### config.mk
export PLATFORM = sky130hd
export DESIGN_NAME = cnt_host_if
export DESIGN_NICKNAME = d
export VERILOG_FILES = /design/src/rtl/tca_pkg.sv /design/src/rtl/tca_ctl_decode.sv /design/src/rtl/tca_wr_seq.sv /design/src/rtl/tca_rd_path.sv /design/src/rtl/cnt_host_if.sv
export SDC_FILE = /design/constraint.sdc
export NUM_CORES = 1
export LEC_CHECK = 0
export BUFFER_PORTS_ARGS = -buffer_cell sky130_fd_sc_hd__buf_2
export CORE_MARGIN = 10
export CORE_UTILIZATION = 45
export DETAILED_ROUTE_END_ITERATION = 16
export HOLD_SLACK_MARGIN = 0.06
export PLACE_DENSITY = 0.75
export SLEW_MARGIN = 15
export SYNTH_ARGS = -nofsm -noshare
export SYNTH_HDL_FRONTEND = slang
export SYNTH_SLANG_ARGS = --single-unit
### constraint.sdc
create_clock -name clk -period 4.7 [get_ports clk]
set_input_delay 0.94 -clock clk [delete_from_list [all_inputs] [get_ports clk]]
set_output_delay 0.94 -clock clk [all_outputs]
set_load 0.05 [all_outputs]
### src/rtl/tca_pkg.sv
package tca_pkg;

  localparam int unsigned BYTE_W = 8;
  localparam int unsigned CNT_W  = 2 * BYTE_W;
  localparam int unsigned MODE_W = 3;
  localparam int unsigned ACC_W  = 2;

  // access codes; a snapshot state reuses the same code, 00 meaning "none"
  localparam logic [ACC_W-1:0] ACC_NONE = 2'b00;
  localparam logic [ACC_W-1:0] ACC_LO   = 2'b01;
  localparam logic [ACC_W-1:0] ACC_HI   = 2'b10;
  localparam logic [ACC_W-1:0] ACC_WORD = 2'b11;

  localparam logic [MODE_W-1:0] RESET_MODE = 3'd3;

  // count value for a single-byte load
  function automatic logic [CNT_W-1:0] f_single_load(input logic [ACC_W-1:0] acc,
                                                     input logic [BYTE_W-1:0] d);
    logic [CNT_W-1:0] v;
    v = '0;
    if (acc == ACC_HI) v[CNT_W-1:BYTE_W] = d;
    else               v[BYTE_W-1:0]     = d;
    return v;
  endfunction

  // count value from two bytes
  function automatic logic [CNT_W-1:0] f_join(input logic [BYTE_W-1:0] lo,
                                              input logic [BYTE_W-1:0] hi);
    return {hi, lo};
  endfunction

  // one byte of a count word
  function automatic logic [BYTE_W-1:0] f_pick(input logic [CNT_W-1:0] w, input logic hi);
    return hi ? w[CNT_W-1:BYTE_W] : w[BYTE_W-1:0];
  endfunction

  // status byte: level, zero, access, mode, bcd
  function automatic logic [BYTE_W-1:0] f_status(input logic lvl,
                                                 input logic [ACC_W-1:0] acc,
                                                 input logic [MODE_W-1:0] m,
                                                 input logic b);
    return {lvl, 1'b0, acc, m, b};
  endfunction

endpackage

### src/rtl/tca_ctl_decode.sv
module tca_ctl_decode
  import tca_pkg::*;
(
  input  logic              clk,
  input  logic              rst_n,
  input  logic              ctl_en,
  input  logic [BYTE_W-1:0] cw,
  output logic [MODE_W-1:0] mode,
  output logic [ACC_W-1:0]  access,
  output logic              bcd,
  output logic              ev_prog,
  output logic              ev_cnt_req,
  output logic              ev_stat_req
);

  logic is_rb;
  logic is_snap;
  logic [ACC_W-1:0] cw_acc;

  assign cw_acc = cw[5:4];

  always_comb begin
    is_rb       = ctl_en && (cw[7:6] == 2'b11);
    is_snap     = ctl_en && !is_rb && (cw_acc == ACC_NONE);
    ev_prog     = ctl_en && !is_rb && (cw_acc != ACC_NONE);
    ev_cnt_req  = is_snap || (is_rb && !cw[5]);
    ev_stat_req = is_rb && !cw[4];
  end

  always_ff @(posedge clk or negedge rst_n) begin
    if (!rst_n) begin
      mode   <= RESET_MODE;
      access <= ACC_WORD;
      bcd    <= 1'b0;
    end else if (ev_prog) begin
      mode   <= cw[3:1];
      access <= cw_acc;
      bcd    <= cw[0];
    end
  end

  a_r2_fields_taken: assert property (@(posedge clk) disable iff (!rst_n)
    ev_prog |=> (mode == $past(cw[3:1])) && (access == $past(cw[5:4])) && (bcd == $past(cw[0])));

  a_r5_snapshot_keeps_program: assert property (@(posedge clk) disable iff (!rst_n)
    is_snap |=> $stable(mode) && $stable(access) && $stable(bcd));

  a_r2_access_never_none: assert property (@(posedge clk) disable iff (!rst_n)
    access != ACC_NONE);

endmodule

### src/rtl/tca_wr_seq.sv
module tca_wr_seq
  import tca_pkg::*;
(
  input  logic              clk,
  input  logic              rst_n,
  input  logic              wr_en,
  input  logic [BYTE_W-1:0] wdata,
  input  logic [ACC_W-1:0]  access,
  input  logic              seq_clr,
  output logic              load_pulse,
  output logic [CNT_W-1:0]  load_value
);

  logic              wr_hi;
  logic [BYTE_W-1:0] held;
  logic              first_word_byte;

  assign first_word_byte = wr_en && (access == ACC_WORD) && !wr_hi;

  always_ff @(posedge clk or negedge rst_n) begin
    if (!rst_n) begin
      wr_hi      <= 1'b0;
      held       <= '0;
      load_pulse <= 1'b0;
      load_value <= '0;
    end else begin
      load_pulse <= 1'b0;
      if (seq_clr) begin
        wr_hi <= 1'b0;
      end else if (wr_en) begin
        case (access)
          ACC_LO, ACC_HI: begin
            load_pulse <= 1'b1;
            load_value <= f_single_load(access, wdata);
          end
          ACC_WORD: begin
            if (!wr_hi) begin
              held  <= wdata;
              wr_hi <= 1'b1;
            end else begin
              load_pulse <= 1'b1;
              load_value <= f_join(held, wdata);
              wr_hi      <= 1'b0;
            end
          end
          default: ;
        endcase
      end
    end
  end

  a_r3_pulse_needs_write: assert property (@(posedge clk) disable iff (!rst_n)
    load_pulse |-> $past(wr_en));

  a_r3_single_byte_loads: assert property (@(posedge clk) disable iff (!rst_n)
    (wr_en && !seq_clr && (access != ACC_WORD)) |=> load_pulse);

  a_r4_first_byte_silent: assert property (@(posedge clk) disable iff (!rst_n)
    (first_word_byte && !seq_clr) |=> !load_pulse && wr_hi);

  a_r4_second_byte_rewinds: assert property (@(posedge clk) disable iff (!rst_n)
    (wr_en && !seq_clr && (access == ACC_WORD) && wr_hi) |=> load_pulse && !wr_hi);

  a_r2_prog_rewinds_write: assert property (@(posedge clk) disable iff (!rst_n)
    seq_clr |=> !wr_hi && !load_pulse);

endmodule

### src/rtl/tca_rd_path.sv
module tca_rd_path
  import tca_pkg::*;
(
  input  logic              clk,
  input  logic              rst_n,
  input  logic              rd_en,
  input  logic              cnt_req,
  input  logic              stat_req,
  input  logic              seq_clr,
  input  logic [CNT_W-1:0]  live_count,
  input  logic              out_level,
  input  logic [ACC_W-1:0]  access,
  input  logic [MODE_W-1:0] mode,
  input  logic              bcd,
  output logic [BYTE_W-1:0] rdata
);

  logic [ACC_W-1:0]  snap_code;
  logic [CNT_W-1:0]  snap_val;
  logic              st_pend;
  logic [BYTE_W-1:0] st_val;
  logic              rd_hi;

  // named events
  logic rd_stat, rd_snap, rd_live, snap_take, stat_take;

  assign rd_stat   = rd_en && st_pend;
  assign rd_snap   = rd_en && !st_pend && (snap_code != ACC_NONE);
  assign rd_live   = rd_en && !st_pend && (snap_code == ACC_NONE);
  assign snap_take = cnt_req && (snap_code == ACC_NONE);
  assign stat_take = stat_req && !st_pend;

  always_comb begin
    if (st_pend) begin
      rdata = st_val;
    end else begin
      case (snap_code)
        ACC_LO, ACC_WORD: rdata = f_pick(snap_val, 1'b0);
        ACC_HI:           rdata = f_pick(snap_val, 1'b1);
        default: begin
          case (access)
            ACC_HI:   rdata = f_pick(live_count, 1'b1);
            ACC_WORD: rdata = f_pick(live_count, rd_hi);
            default:  rdata = f_pick(live_count, 1'b0);
          endcase
        end
      endcase
    end
  end

  always_ff @(posedge clk or negedge rst_n) begin
    if (!rst_n) begin
      snap_code <= ACC_NONE;
      snap_val  <= '0;
    end else if (snap_take) begin
      snap_code <= access;
      snap_val  <= live_count;
    end else if (rd_snap) begin
      snap_code <= (snap_code == ACC_WORD) ? ACC_HI : ACC_NONE;
    end
  end

  always_ff @(posedge clk or negedge rst_n) begin
    if (!rst_n) begin
      st_pend <= 1'b0;
      st_val  <= '0;
    end else if (stat_take) begin
      st_pend <= 1'b1;
      st_val  <= f_status(out_level, access, mode, bcd);
    end else if (rd_stat) begin
      st_pend <= 1'b0;
    end
  end

  always_ff @(posedge clk or negedge rst_n) begin
    if (!rst_n) begin
      rd_hi <= 1'b0;
    end else if (seq_clr) begin
      rd_hi <= 1'b0;
    end else if (rd_live && (access == ACC_WORD)) begin
      rd_hi <= !rd_hi;
    end
  end

  a_r9_status_read_clears: assert property (@(posedge clk) disable iff (!rst_n)
    rd_stat |=> !st_pend);

  a_r9_status_shadows_snapshot: assert property (@(posedge clk) disable iff (!rst_n)
    (rd_stat && !cnt_req) |=> $stable(snap_code));

  a_r7_status_not_overwritten: assert property (@(posedge clk) disable iff (!rst_n)
    (st_pend && !rd_en) |=> st_pend && $stable(st_val));

  a_r5_snapshot_frozen: assert property (@(posedge clk) disable iff (!rst_n)
    ((snap_code != ACC_NONE) && !rd_snap) |=> $stable(snap_val) && $stable(snap_code));

  a_r6_word_low_then_high: assert property (@(posedge clk) disable iff (!rst_n)
    (rd_snap && (snap_code == ACC_WORD)) |=> (snap_code == ACC_HI));

  a_r6_single_read_releases: assert property (@(posedge clk) disable iff (!rst_n)
    (rd_snap && (snap_code != ACC_WORD)) |=> (snap_code == ACC_NONE));

  a_r10_word_alternates: assert property (@(posedge clk) disable iff (!rst_n)
    (rd_live && !seq_clr && (access == ACC_WORD)) |=> (rd_hi != $past(rd_hi)));

endmodule

### src/rtl/cnt_host_if.sv
module cnt_host_if
  import tca_pkg::*;
(
  input  logic              clk,
  input  logic              rst_n,
  input  logic              wr_data_en,
  input  logic              wr_ctl_en,
  input  logic [BYTE_W-1:0] wdata,
  input  logic              rd_en,
  input  logic [CNT_W-1:0]  live_count,
  input  logic              out_level,
  output logic [BYTE_W-1:0] rdata,
  output logic              load_pulse,
  output logic [CNT_W-1:0]  load_value,
  output logic [MODE_W-1:0] mode,
  output logic [ACC_W-1:0]  access,
  output logic              bcd
);

  logic ev_prog, ev_cnt_req, ev_stat_req;

  tca_ctl_decode u_ctl (
    .clk        (clk),
    .rst_n      (rst_n),
    .ctl_en     (wr_ctl_en),
    .cw         (wdata),
    .mode       (mode),
    .access     (access),
    .bcd        (bcd),
    .ev_prog    (ev_prog),
    .ev_cnt_req (ev_cnt_req),
    .ev_stat_req(ev_stat_req)
  );

  tca_wr_seq u_wr (
    .clk       (clk),
    .rst_n     (rst_n),
    .wr_en     (wr_data_en),
    .wdata     (wdata),
    .access    (access),
    .seq_clr   (ev_prog),
    .load_pulse(load_pulse),
    .load_value(load_value)
  );

  tca_rd_path u_rd (
    .clk       (clk),
    .rst_n     (rst_n),
    .rd_en     (rd_en),
    .cnt_req   (ev_cnt_req),
    .stat_req  (ev_stat_req),
    .seq_clr   (ev_prog),
    .live_count(live_count),
    .out_level (out_level),
    .access    (access),
    .mode      (mode),
    .bcd       (bcd),
    .rdata     (rdata)
  );

  a_r1_no_load_from_idle: assert property (@(posedge clk) disable iff (!rst_n)
    (!wr_data_en) |=> !load_pulse);

endmodule

== Word-level counts from Yosys, hierarchy flattened ==
Cells that the tools add are included.
Cells by class
  equal/unequal tests: 8
  mux-type cells: 23
  bitwise gates (word level): 2
  reductions and logical operators: 34
Operators by type and width (count)
  8-bit 2-to-1 mux: 4
  16-bit one-hot mux with 2 select lines: 1
  8-bit one-hot mux with 2 select lines: 2
  16-bit 2-to-1 mux: 1
  2-bit nonzero test: 8
  1-bit logical AND: 13
  1-bit 2-to-1 mux: 11
  2-bit equality test (second input constant): 5
  4-bit AND reduction: 2
  2-bit 2-to-1 mux: 3
  1-bit zero test: 5
  2-bit by 1-bit equality test with 1-bit output (second input constant): 2
  2-bit zero test: 2
  2-bit OR reduction: 2
  2-bit inequality test (second input constant): 1
  1-bit inverter: 2
  1-bit one-hot mux with 2 select lines: 1
  2-bit AND reduction: 1
  1-bit logical OR: 1
Storage, ports and cells
  register bits: 59
  output and inout port bits: 31
  logic and storage cells: 79

== Longest topological paths before layout ==
  depth in word-level cells: 8
  gate-level depth with buffers: 7
  gate-level depth less buffers: 6

== Modules after synthesis ==
A second synthesis with hierarchy kept.
Unflattened totals
  cell total of the unflattened synthesis: 233
  area, all modules: 2821.5 um^2
By module, submodules not included
  tca_rd_path: times used 1, cells an instance 130, area each 1353.8 um^2, seq. area each 675.6 um^2
  tca_wr_seq: times used 1, cells an instance 84, area each 1182.4 um^2, seq. area each 650.6 um^2
  tca_ctl_decode: times used 1, cells an instance 19, area each 285.3 um^2, seq. area each 155.1 um^2

== Worst setup path after synthesis ==
No wires, ideal clock.
  path kind: flip-flop to output port
  start: register u_ctl.access[1]
  end: output port rdata[6]
  data arrival time: 3.977 ns
  data required time: 3.760 ns
  slack: -0.217 ns
  cell stages (with the launch flop): 7
  path through: dfstp_2 > ha_1 > clkbuf_1 > a21oi_1 > nor2_1 > a2111oi_0 > a2111oi_0
Between the ends
  cells in the longest elaborated chain, start to end: 4
  elaborated cells on any way between the ends: 5
Ends and longest elaborated chain
  from (decl): RTL line tca_ctl_decode.sv:9  | output logic [ACC_W-1:0] access,
  from (signal assigned): RTL line tca_ctl_decode.sv:37  | access <= cw_acc;
  2-bit equality test: RTL line tca_rd_path.sv:41  | case (access)
  8-bit one-hot mux with 2 select lines *: RTL line tca_rd_path.sv:41
  8-bit one-hot mux with 2 select lines *: RTL line tca_rd_path.sv:37  | case (snap_code)
  8-bit 2-to-1 mux *: RTL line tca_rd_path.sv:34  | if (st_pend) begin
  to (decl): RTL line cnt_host_if.sv:12  | output logic [BYTE_W-1:0] rdata,
Every way passes the cells marked *; elsewhere a longest branch is shown, timed or not.

== Final worst setup path ==
  start: register u_ctl.access[0]
  end: output port rdata[5]
The elaborated chain is that of the path after synthesis.

==> results by group <==
Min path
  – Worst Hold Class: reg -> reg

Global routing
  – Gr ovfl total: 0
  – Initial antenna violation count: 0
  – GRT Util Overall: 0.133
  – Vias in the first global route: about 2200
  – Largest net degree at the start of global routing: 60
  – First-pass GRT wire length: roughly 11000 um

Synth
  – Sequential share of the synthesized area: 0.530
  – Syn_nets: ~290
  – Synth warn: 0
  – Yosys top cell by area: dfrtp_1
  – Synth top area share: 0.492
  – Cell Area, Synth: 2800 um2
  – Area contributors post-synth: dfrtp_1 49%, mux2_2 7.7%, nand2_1 5.8%
  – Avg Cell Area, Syn: 10.9 um2
  – Yosys cell types: 39
  – Post-Syn Instances: about 260
  – FF+latch count, synth: between 50 and 60

Status
  – Status: completed

CTS
  – Clock Sinks: 59
  – Postcts setup bufs: 0
  – CTS tree: built
  – H-tree depth: 3
  – Worst skew pair latency: ~0.33 ns
  – Post-CTS resize count: 0
  – Root buffer selected by CTS: clkbuf_8
  – CTS buffer count: 9
  – CTS max path bufs: 2
  – Worst-path clk slew: 0.06 ns
  – Hold Buf Count CTS: 0

Critical path
  – CP max stage cell: dfstp_2
  – Worst-path cell chain: inv_1 > ha_1 > and2b_2 > a2111oi_1 > buf_4 > a221oi_1 > a21oi_1 > buf_2
  – CP Max Fanout: 12
  – CP peak stage delay: a little under 0.6 ns
  – Worst path arrival time: around 2.8 ns
  – Buf/Inv on CP: 3
  – CP endpoint kind: primary output
  – Startpoint type of the worst setup path: flip-flop
  – CP Data Required Time: 3.76 ns
  – Critical path class: reg -> out
  – Top delay family on crit path: compound AO/OA/AOI/OAI gates

Timing
  – # setup viols final: 0
  – Final Hold Vio Count: 0
  – Min cycle time layout: around 3.7 ns
  – Final Cycle Share: 0.797
  – Fin Setup TNS: 0 ns
  – Clock Skews: 0.00579 ns
  – Fmax: between 200 and 300 MHz
  – RSZ-0062 raised after global routing: false
  – Final Max Tran Viols: 0
  – Worst-Margin Slew: between 1 and 1.5 ns
  – Rel. slew slack: 0.250
  – Worst setup margin: between 0.9 and 1 ns

Cells and area
  – Ant diodes: 0
  – Most frequent cells in the layout: 60 x buf_2, 55 x dfrtp_1, 43 x nand2_1, 27 x o21ai_0, 19 x mux2_2
  – Total of fill cells in the finished design: between 500 and 600
  – Post-route insts no fill: approximately 400
  – Area of the multi-input gates: approximately 1200 um2
  – Finished layout cell area: between 3000 and 4000 um2
  – Commonest non-fill, non-tap cell in the layout: buf_2
  – Final Net Count: 350
  – Register Area: about 1500 um2
  – Area Overhead vs Synth: 19.4%
  – Share of post-route cells with drive strength above 1: 0.359
  – Core Util, Final: 0.557

Power and ir drop
  – Leak pwr: between 1.5 and 2 nW
  – Peak supply drop: around 0.37 mV
  – Pwr dens: between 600 and 700 nW/um2

Detailed routing
  – Final WL: 6370 um
  – Drt wl/cell: roughly 16 um
  – # DRC: 0
  – Via Count: approximately 2100
  – Starting DRT DRC Count: 74
  – Final ANT Viol Nets: 0
  – Pre-antenna DRT Iters: 4
  – Vias per cell: between 5 and 6

Floorplanning
  – DIE WIDTH: 98.8 um
  – Ports: between 60 and 70
  – Die Area: around 9800 um2
  – Number of placement rows: 28
  – Core area: 5990 um2
  – Die Y-Extent: just under 100 um
  – Initial Util: 0.467

Placed design
  – Pre-CTS setup slack: ~1.4 ns
  – IO buf count: 60
  – Placed insts: 379
  – Routability Congestion: about 0.85
  – Placed Area: about 3100 um2
  – DP Wirelength: approximately 4500 um

Job
  – MaxCap Viol Count: 0
## per-layer routing
layer  vias up  routed length [um]  global-route usage
li1       1029                   -                   -
met1       966                3050               0.166
met2        67                2730               0.193
met3         8                 519              0.0684
met4         0                  70              0.0463
met5         -                   0                   0
## state kept, by name, indices dropped and copies added, names as in the netlist
name / count
u_ctl.access: 2
u_ctl.bcd: 1
u_ctl.mode: 3
u_rd.rd_hi: 1
u_rd.snap_code: 2
u_rd.snap_val: 16
u_rd.st_pend: 1
u_rd.st_val: 7
u_wr.held: 8
u_wr.load_pulse: 1
u_wr.load_value: 16
u_wr.wr_hi: 1
## worst paths after layout
kind,slack [ns],depth (start not counted),end,start
min in group asynchronous,0.75,2,u_wr.load_value[4]$_DFFE_PN0P_,rst_n
worst max-delay path,0.96,8,rdata[5],u_ctl.access[0]$_DFFE_PN1P_
max in group asynchronous,3.47,2,u_wr.held[1]$_DFFE_PN0P_,rst_n
worst min register to register,0.47,2,u_wr.load_value[9]$_DFFE_PN0P_,u_wr.load_value[9]$_DFFE_PN0P_
worst max register to register,2.17,4,u_wr.load_value[3]$_DFFE_PN0P_,u_ctl.access[1]$_DFFE_PN1P_
worst min-delay path,0.47,2,u_wr.load_value[9]$_DFFE_PN0P_,u_wr.load_value[9]$_DFFE_PN0P_
## layout make-up
cell class / instances / share of cell area
Tap cell: 75 / 0.0281
Clock inverter: 5 / 0.0157
Clock buffer: 11 / 0.0423
Timing Repair Buffer: 63 / 0.0967
Sequential cell: 59 / 0.444
Multi-Input combinational cell: 169 / 0.359
Inverter: 13 / 0.0146
## cells by family after synthesis
group | Yosys count | share of synthesized area
compound gates | 68 | 0.158
xor+xnor | 2 | 0.00627
fa+ha+maj | 5 | 0.0224
buf+inv | 28 | 0.0443
flops | 59 | 0.530
mux | 28 | 0.123
simple gates | 66 | 0.116
## worst min-delay path: cells and delay by family, from the launching register on
kind	cells	cell delay, ns
DFF	1	0.34
and+or+nand+nor	1	0.04
AOI/OAI and AO/OA	1	0.06
## through the flow
| step | hold slack, ns | power, mW |
|---|---|---|
| after floorplan | 0.481 | 1.39 |
| after global placement | 0.458 | 1.58 |
| after detailed placement | 0.465 | 1.60 |
| after CTS | 0.479 | 2.05 |
| after global routing | 0.504 | 2.16 |
| final | 0.471 | 2.03 |
## power breakdown
| part | total [mW] | leakage, nW | switching, mW | internal (mW) |
|---|---|---|---|---|
| Clock | 0.447 | 0.0991 | 0.190 | 0.256 |
| Combinational | 0.803 | 0.783 | 0.546 | 0.257 |
| Sequential | 0.781 | 0.722 | 0.0993 | 0.682 |
| Total | 2.03 | 1.60 | 0.836 | 1.20 |
## Yosys cell counts (all sizes together)
cell / n
a2111oi: 3
or2: 2
a21boi: 1
nand2: 43
o22ai: 1
dfstp: 4
a211oi: 1
inv: 13
nor3b: 8
a21oi: 18
clkbuf: 11
xor2: 2
or4: 1
dfrtp: 55
a221o: 7
mux2: 27
a21o: 1
o21ai: 27
nor4b: 1
nor2: 3
or4b: 2
mux2i: 1
ha: 5
a22o: 1
nor4: 1
nand2b: 1
a211o: 1
and2: 1
buf: 4
a221oi: 7
nor2b: 2
and2b: 1
(Power assumes the default switching activity.)
